[config.mk]
export PLATFORM = sky130hd
export DESIGN_NAME = stat_irq_ctrl
export DESIGN_NICKNAME = d
export VERILOG_FILES = /design/src/rtl/stat_irq_pkg.sv /design/src/rtl/stat_irq_sticky.sv /design/src/rtl/stat_irq_maskreg.sv /design/src/rtl/stat_irq_combine.sv /design/src/rtl/stat_irq_ctrl.sv
export SDC_FILE = /design/constraint.sdc
export NUM_CORES = 1
export LEC_CHECK = 0
export ABC_AREA = 1
export CORE_MARGIN = 2
export CORE_UTILIZATION = 30
export CTS_BUF_LIST = sky130_fd_sc_hd__clkbuf_4
export CTS_CLUSTER_SIZE = 12
export DETAILED_ROUTE_END_ITERATION = 10
export GPL_TIMING_DRIVEN = 0
export PLACE_DENSITY = 0.76
export SLEW_MARGIN = 10
export SYNTH_ARGS = -nofsm -noshare
export SYNTH_HDL_FRONTEND = slang
export SYNTH_SLANG_ARGS = --single-unit
[constraint.sdc]
create_clock -name clk -period 0.8 [get_ports clk]
set_input_delay 0.16 -clock clk [delete_from_list [all_inputs] [get_ports clk]]
set_output_delay 0.16 -clock clk [all_outputs]
set_load 0.05 [all_outputs]
[src/rtl/stat_irq_pkg.sv]
package stat_irq_pkg;

  localparam int STAT_W    = 8;
  localparam int BIT_TXAV  = 0;
  localparam int BIT_RXINH = 1;
  localparam int BIT_RCFG  = 2;
  localparam int BIT_NAKX  = 3;
  localparam int BIT_NNID  = 4;
  localparam int N_STICKY  = 3;

  localparam logic [STAT_W-1:0] SRC_MASK =
    (STAT_W'(1) << BIT_TXAV) | (STAT_W'(1) << BIT_RXINH) |
    (STAT_W'(1) << BIT_RCFG) | (STAT_W'(1) << BIT_NAKX)  |
    (STAT_W'(1) << BIT_NNID);

  // Interrupt term: any enabled, implemented status bit.
  function automatic logic irq_reduce(input logic [STAT_W-1:0] st,
                                      input logic [STAT_W-1:0] mk);
    return |(st & mk & SRC_MASK);
  endfunction

  // Sticky bit update: a set always beats a clear.
  function automatic logic sticky_next(input logic q, input logic set,
                                       input logic clr);
    return set | (q & ~clr);
  endfunction

  // Keep only implemented mask positions.
  function automatic logic [STAT_W-1:0] mask_clean(input logic [STAT_W-1:0] d);
    return d & SRC_MASK;
  endfunction

endpackage

[src/rtl/stat_irq_sticky.sv]
module stat_irq_sticky (
  input  logic clk,
  input  logic rst_n,
  input  logic set_i,
  input  logic clr_i,
  output logic q_o
);
  import stat_irq_pkg::*;

  logic q_r;

  always_ff @(posedge clk or negedge rst_n) begin
    if (!rst_n) q_r <= 1'b0;
    else        q_r <= sticky_next(q_r, set_i, clr_i);
  end

  assign q_o = q_r;

  // a set in the same cycle as a clear leaves the bit set
  p_set_wins_r8: assert property (@(posedge clk) disable iff (!rst_n)
    set_i |=> q_o);

  // the own clear strobe empties the bit
  p_clear_only_own_r7: assert property (@(posedge clk) disable iff (!rst_n)
    (clr_i && !set_i) |=> !q_o);

  // without set or clear the bit holds
  p_hold_r5: assert property (@(posedge clk) disable iff (!rst_n)
    (!clr_i && !set_i) |=> $stable(q_o));
endmodule

[src/rtl/stat_irq_maskreg.sv]
module stat_irq_maskreg #(
  parameter int ADDR_W    = 3,
  parameter int MASK_ADDR = 0
) (
  input  logic                              clk,
  input  logic                              rst_n,
  input  logic                              wr_en_i,
  input  logic [ADDR_W-1:0]                 wr_addr_i,
  input  logic [stat_irq_pkg::STAT_W-1:0]   wr_data_i,
  output logic [stat_irq_pkg::STAT_W-1:0]   mask_o
);
  import stat_irq_pkg::*;

  localparam logic [ADDR_W-1:0] HIT_ADDR = ADDR_W'(MASK_ADDR);

  logic              wr_hit;
  logic [STAT_W-1:0] mask_r;

  assign wr_hit = wr_en_i && (wr_addr_i == HIT_ADDR);

  always_ff @(posedge clk or negedge rst_n) begin
    if (!rst_n)      mask_r <= '0;
    else if (wr_hit) mask_r <= mask_clean(wr_data_i);
  end

  assign mask_o = mask_r;

  // a missed or absent write leaves the mask untouched
  p_mask_hold_r2: assert property (@(posedge clk) disable iff (!rst_n)
    !wr_hit |=> $stable(mask_o));

  // a write at the mask offset lands on the next clock
  p_mask_load_r2: assert property (@(posedge clk) disable iff (!rst_n)
    wr_hit |=> (mask_o[4:0] == $past(wr_data_i[4:0])));

  // unused positions stay zero
  p_mask_unused_r2: assert property (@(posedge clk) disable iff (!rst_n)
    wr_en_i |=> (mask_o[STAT_W-1:5] == '0));
endmodule

[src/rtl/stat_irq_combine.sv]
module stat_irq_combine (
  input  logic                            clk,
  input  logic                            rst_n,
  input  logic [stat_irq_pkg::STAT_W-1:0] status_i,
  input  logic [stat_irq_pkg::STAT_W-1:0] mask_i,
  output logic                            irq_o
);
  import stat_irq_pkg::*;

  logic irq_r;

  always_ff @(posedge clk or negedge rst_n) begin
    if (!rst_n) irq_r <= 1'b0;
    else        irq_r <= irq_reduce(status_i, mask_i);
  end

  assign irq_o = irq_r;

  // output follows the enabled status one clock later
  p_irq_follow_r3: assert property (@(posedge clk) disable iff (!rst_n)
    1'b1 |=> (irq_o == |($past(status_i[4:0]) & $past(mask_i[4:0]))));

  // nothing enabled means no interrupt next clock
  p_irq_masked_r4: assert property (@(posedge clk) disable iff (!rst_n)
    ((status_i[4:0] & mask_i[4:0]) == 5'd0) |=> !irq_o);
endmodule

[src/rtl/stat_irq_ctrl.sv]
module stat_irq_ctrl #(
  parameter int ADDR_W    = 3,
  parameter int MASK_ADDR = 0
) (
  input  logic                            clk,
  input  logic                            rst_n,
  input  logic                            txav_lvl_i,
  input  logic                            rxinh_lvl_i,
  input  logic                            rcfg_set_i,
  input  logic                            nakx_set_i,
  input  logic                            nnid_set_i,
  input  logic                            clr_flags_i,
  input  logic                            por_clr_i,
  input  logic                            nnid_rd_i,
  input  logic                            wr_en_i,
  input  logic [ADDR_W-1:0]               wr_addr_i,
  input  logic [stat_irq_pkg::STAT_W-1:0] wr_data_i,
  output logic [stat_irq_pkg::STAT_W-1:0] status_o,
  output logic [stat_irq_pkg::STAT_W-1:0] mask_o,
  output logic                            irq_o
);
  import stat_irq_pkg::*;

  // Sticky source table, index 0..N_STICKY-1
  localparam int STK_POS [N_STICKY] = '{BIT_RCFG, BIT_NAKX, BIT_NNID};

  logic [N_STICKY-1:0] stk_set, stk_clr, stk_q;
  logic                txav_q, rxinh_q;
  logic [STAT_W-1:0]   status_w, mask_w;

  assign stk_set = {nnid_set_i, nakx_set_i, rcfg_set_i};
  assign stk_clr = {nnid_rd_i,  por_clr_i,  clr_flags_i};

  // Level conditions: sampled, no clear of their own
  always_ff @(posedge clk or negedge rst_n) begin
    if (!rst_n) begin
      txav_q  <= 1'b0;
      rxinh_q <= 1'b0;
    end else begin
      txav_q  <= txav_lvl_i;
      rxinh_q <= rxinh_lvl_i;
    end
  end

  for (genvar g = 0; g < N_STICKY; g++) begin : g_sticky
    stat_irq_sticky u_bit (
      .clk   (clk),
      .rst_n (rst_n),
      .set_i (stk_set[g]),
      .clr_i (stk_clr[g]),
      .q_o   (stk_q[g])
    );
  end

  always_comb begin
    status_w            = '0;
    status_w[BIT_TXAV]  = txav_q;
    status_w[BIT_RXINH] = rxinh_q;
    for (int i = 0; i < N_STICKY; i++) status_w[STK_POS[i]] = stk_q[i];
  end

  stat_irq_maskreg #(
    .ADDR_W    (ADDR_W),
    .MASK_ADDR (MASK_ADDR)
  ) u_mask (
    .clk       (clk),
    .rst_n     (rst_n),
    .wr_en_i   (wr_en_i),
    .wr_addr_i (wr_addr_i),
    .wr_data_i (wr_data_i),
    .mask_o    (mask_w)
  );

  stat_irq_combine u_comb (
    .clk      (clk),
    .rst_n    (rst_n),
    .status_i (status_w),
    .mask_i   (mask_w),
    .irq_o    (irq_o)
  );

  assign status_o = status_w;
  assign mask_o   = mask_w;

  // level bits track their inputs one clock later
  p_level_track_r1: assert property (@(posedge clk) disable iff (!rst_n)
    1'b1 |=> (status_o[0] == $past(txav_lvl_i) && status_o[1] == $past(rxinh_lvl_i)));

  // unused status positions stay zero
  p_status_unused_r1: assert property (@(posedge clk) disable iff (!rst_n)
    1'b1 |=> (status_o[STAT_W-1:5] == '0));

  // reconfiguration bit survives the other two clears
  p_rcfg_sticky_r5: assert property (@(posedge clk) disable iff (!rst_n)
    (status_o[2] && !clr_flags_i) |=> status_o[2]);

  // excessive-NAK bit survives the other two clears
  p_nakx_sticky_r6: assert property (@(posedge clk) disable iff (!rst_n)
    (status_o[3] && !por_clr_i) |=> status_o[3]);

  // flag commands never reach the mask
  p_cmd_no_mask_r9: assert property (@(posedge clk) disable iff (!rst_n)
    (!wr_en_i && (clr_flags_i || por_clr_i)) |=> $stable(mask_o));
endmodule

Word level (Yosys, flattened, before mapping). Cells that the tools add are included.

Bits in registers: 11. Logic and storage cells: 20.

Bitwise gates (word level): 10. Reductions and logical operators: 3.

Operator list (count): $and 5x5->5 (1); $reduce_or 5->1 (1); $and 1x1->1 (3); $logic_not 3->1 (1); $not 1->1 (3); $or 1x1->1 (3); $logic_and 1x1->1 (1).

Logic depth before layout (Yosys ltp).
Depth in word-level cells: 3. Mapped depth: 5. Depth with buffers taken out: 5.

Modules after synthesis. A second synthesis with hierarchy kept.

Cells, all modules: 63. Area, all modules: 514.2 um2.

By module, submodules not included: stat_irq_maskreg (instances 1, cells an instance 28, area each 236.5 um2); stat_irq_sticky (instances 3, cells an instance 5, area each 40.0 um2); stat_irq_ctrl (instances 1, cells an instance 8, area each 91.3 um2); stat_irq_combine (instances 1, cells an instance 12, area each 66.3 um2).

Least setup slack after synthesis. OpenSTA, ideal clock, no wires.

Path type: flip-flop to flip-flop. Start point: reg u_mask.mask_r[2] (netlist: u_mask.mask_o[2]). End point: reg u_comb.irq_r (netlist: u_comb.irq_o). Library setup time: 119 ps. Data arrival time: 847 ps. Data required time: 681 ps. Setup slack: -165 ps. Cell stages (with the launch flop): 5. Clock period less this slack: 965 ps. Path through: dfrtp_1 -> nand2_1 -> nand2_1 -> nor2_1 -> nand2_1.

Word-level cells in the longest chain between the ends: 2.

RTL lines: from (decl) (line stat_irq_maskreg.sv:17) `logic [STAT_W-1:0] mask_r;`; from (signal assigned) (line stat_irq_maskreg.sv:23) `else if (wr_hit) mask_r <= mask_clean(wr_data_i);`; $and 5x5->5 (line stat_irq_pkg.sv:19) `return |(st & mk & SRC_MASK);`; $reduce_or 5->1 (line stat_irq_pkg.sv:19); to (signal assigned) (line stat_irq_combine.sv:14) `else irq_r <= irq_reduce(status_i, mask_i);`; to (decl) (line stat_irq_combine.sv:10) `logic irq_r;`.

Every way passes these cells. A chain may end at the register's enable or synchronous reset.

Worst setup path in the final report.
Start point: reg txav_q. End point: out status_o[0] (netlist name).

RTL lines: from (decl) (line stat_irq_ctrl.sv:28) `logic txav_q, rxinh_q;`; from (signal assigned) (line stat_irq_ctrl.sv:40) `txav_q <= txav_lvl_i;`; to (decl) (line stat_irq_ctrl.sv:18) `output logic [stat_irq_pkg::STAT_W-1:0] status_o,`.

No word-level cell between the ends.

==> qor.txt <==
syn_area_per_cell: 9.02 um^2
Worst Reg-to-Reg Cells: 6
Detail Route Antenna Nets: 0
via count: 507
count of different cell masters after synthesis: 10
slowest cell on the critical path: dfrtp_1
maxcap violations: 0
worst-case clock buffer depth: 2
final hold vios: 0
row count: 14
GRT Total Usage: 13.0%
routability cong.: 0.680
placed wire-length estimate: 824 um
Hold Path Class: input port to async pin
Crit Path Max Fanout: 2
worst-skew pair later-pin latency: 0.26 ns
Final Max Tran Viols: 0
vias in the first global route: 465
commonest cells after routing, fill and taps aside: buf_4 (21), nand2_1 (16), clkdlybuf4s50_1 (14)
R2R setup slack: -0.18 ns
Clock transition at path regs: 0.07 ns
Non-Filler Instances: 126
Initial Util: 33.0%
Worst R2R End: u_comb.irq_o
Vert. Die Dim: 45.4 um
largest net degree at the start of global routing: 12
core area: 0.00156 mm^2
LEAKAGE: 0.555 nW
WL/cell: 9.03 um
Post-Synthesis Cells: 57
Root Driver: clkbuf_4
IO Port Bufs: 29
Vias/cell: 4.02
Peak Freq: 0.931 GHz
total gr overflow: 0
H-tree levels: 1
Synth warnings: 0
slowest cell delay on critical path: 0.39 ns
cells along the critical path: buf_6 > buf_8
die boundary width: 45.4 um
status: finished, violations left
peak supply drop: 0.875 mV
Top-Level Pins: 39
Post-Route Utilization: 67.6%
share of cells above drive strength 1: 47.3%
DRT iter0 DRCs: 5
first-pass GRT wire length: 1.90 mm
Synth Register Bits: 11
clock sinks: 11
worst setup margin: -0.274 ns
final setup vio count: 12
Die ar.: 0.00206 mm^2
Nets: 133
Routed WL: 1.14 mm
CP Data Required Time: 0.64 ns
synthesized cell area: 514 um^2
CP Data Arrival Time: 0.91 ns
Setup crit end kind: output pin
commonest non-fill, non-tap cell in the layout: buf_4
antenna violations before repair: 0
Final Critical Period: 1.07 ns
worst r2r src: txav_q
failing checks: setup timing
DRC: 0
Seq/Total Area, Yosys: 53.5%
RSZ-0062 raised after global routing: true
Pre-Repair DR Iteration Count: 3
Final Cycle Share: 134%
Inst Count DP: 107
ant diodes: 0
Critical Path Source Type: flop
Clock Skew: 0.00414 ns
TritonCTS clock tree: yes
Pwr Density: 1900 mW/mm^2
TritonCTS Buffers: 3
Layout area overhead: 105%
WS Path Type: flop to output pin
-- worst max-delay path: cells and delay by family, from the launching register on --
kind / cells / cell delay, ns
DFF: 1 / 0.39
buffers and inverters: 2 / 0.26
-- worst max-delay path by stage --
stage                                     start            to  slack (ns)  depth (start not counted)
final                                    txav_q   status_o[0]       -0.27                          2
after global routing      g_sticky[1].u_bit.q_o   status_o[3]       -0.30                          2
after CTS                 g_sticky[1].u_bit.q_o   status_o[3]       -0.27                          2
after detailed placement  g_sticky[2].u_bit.q_o   status_o[4]       -0.62                          2
after global placement    g_sticky[0].u_bit.q_o   status_o[2]       -0.61                          2
after floorplan                u_mask.mask_o[2]  u_comb.irq_o       -0.08                          4
-- state kept, by name (all words and copies together), names as in the netlist --
signal / cells
u_mask.mask_o: 5
g_sticky.u_bit.q_o: 3
rxinh_q: 1
txav_q: 1
u_comb.irq_o: 1
-- kinds of logic after synthesis --
group                  after synthesis  synth area share, %
other                                1                0.729
AOI/OAI and AO/OA                    3                 4.38
DFF                                 11                 53.5
buffers and inverters               15                 19.0
and+or+nand+nor                     27                 22.4
-- Yosys cell counts --
cell type,n,share of area (%)
inv_1,4,2.9
conb_1,1,0.73
nand2_2,1,1.2
o21bai_1,3,4.4
nor2_2,2,2.4
buf_4,11,16
dfrtp_1,11,54
nor2_1,1,0.73
nand2_1,18,13
nand3_1,5,4.9
-- repair_timing --
item,CTS,global route
setup endpoints to repair,16,12
hold buffers,0,0
setup buffers,13,2
resized for setup,92,4
pin swaps,3,0
-- report_power, final --
| part | total (mW) | internal (mW) | switching (mW) |
|---|---|---|---|
| registers | 0.697 | 0.642 | 0.0550 |
| clock network | 0.402 | 0.226 | 0.176 |
| logic | 0.908 | 0.405 | 0.503 |
| total | 2.01 | 1.27 | 0.733 |
-- through the flow --
stage          TNS (ns)  hold WS (ns)  cell area [um^2]  power [mW]  setup slack, ns
5_1_grt           -2.95         0.270              1050        2.11           -0.299
4_1_cts           -2.57         0.244              1030        2.00           -0.274
6_report          -2.59         0.225              1050        2.01           -0.274
3_5_place_dp      -9.05         0.491               850        1.45           -0.618
3_3_place_gp      -8.54         0.482               850        1.44           -0.607
2_1_floorplan   -0.0806        -0.136               539        1.17          -0.0806
-- layer usage --
layer  GRT usage [%]  up-vias  share of wire (%)
li1                -      264                  -
met1            16.2      214                 43
met2            20.8       27                 46
met3            2.78        2                8.6
met4            7.06        0                1.7
met5               0        -                  0
-- layout make-up --
type | count | area (um^2)
tap | 16 | 20.0
inverter | 4 | 15.0
multi-input combinational | 36 | 175
timing repair buffer | 44 | 430
buffer | 11 | 101
sequential | 11 | 282
clock buffer | 4 | 30.0
fill | 134 | 505
Power figures use the tool's default switching activity.
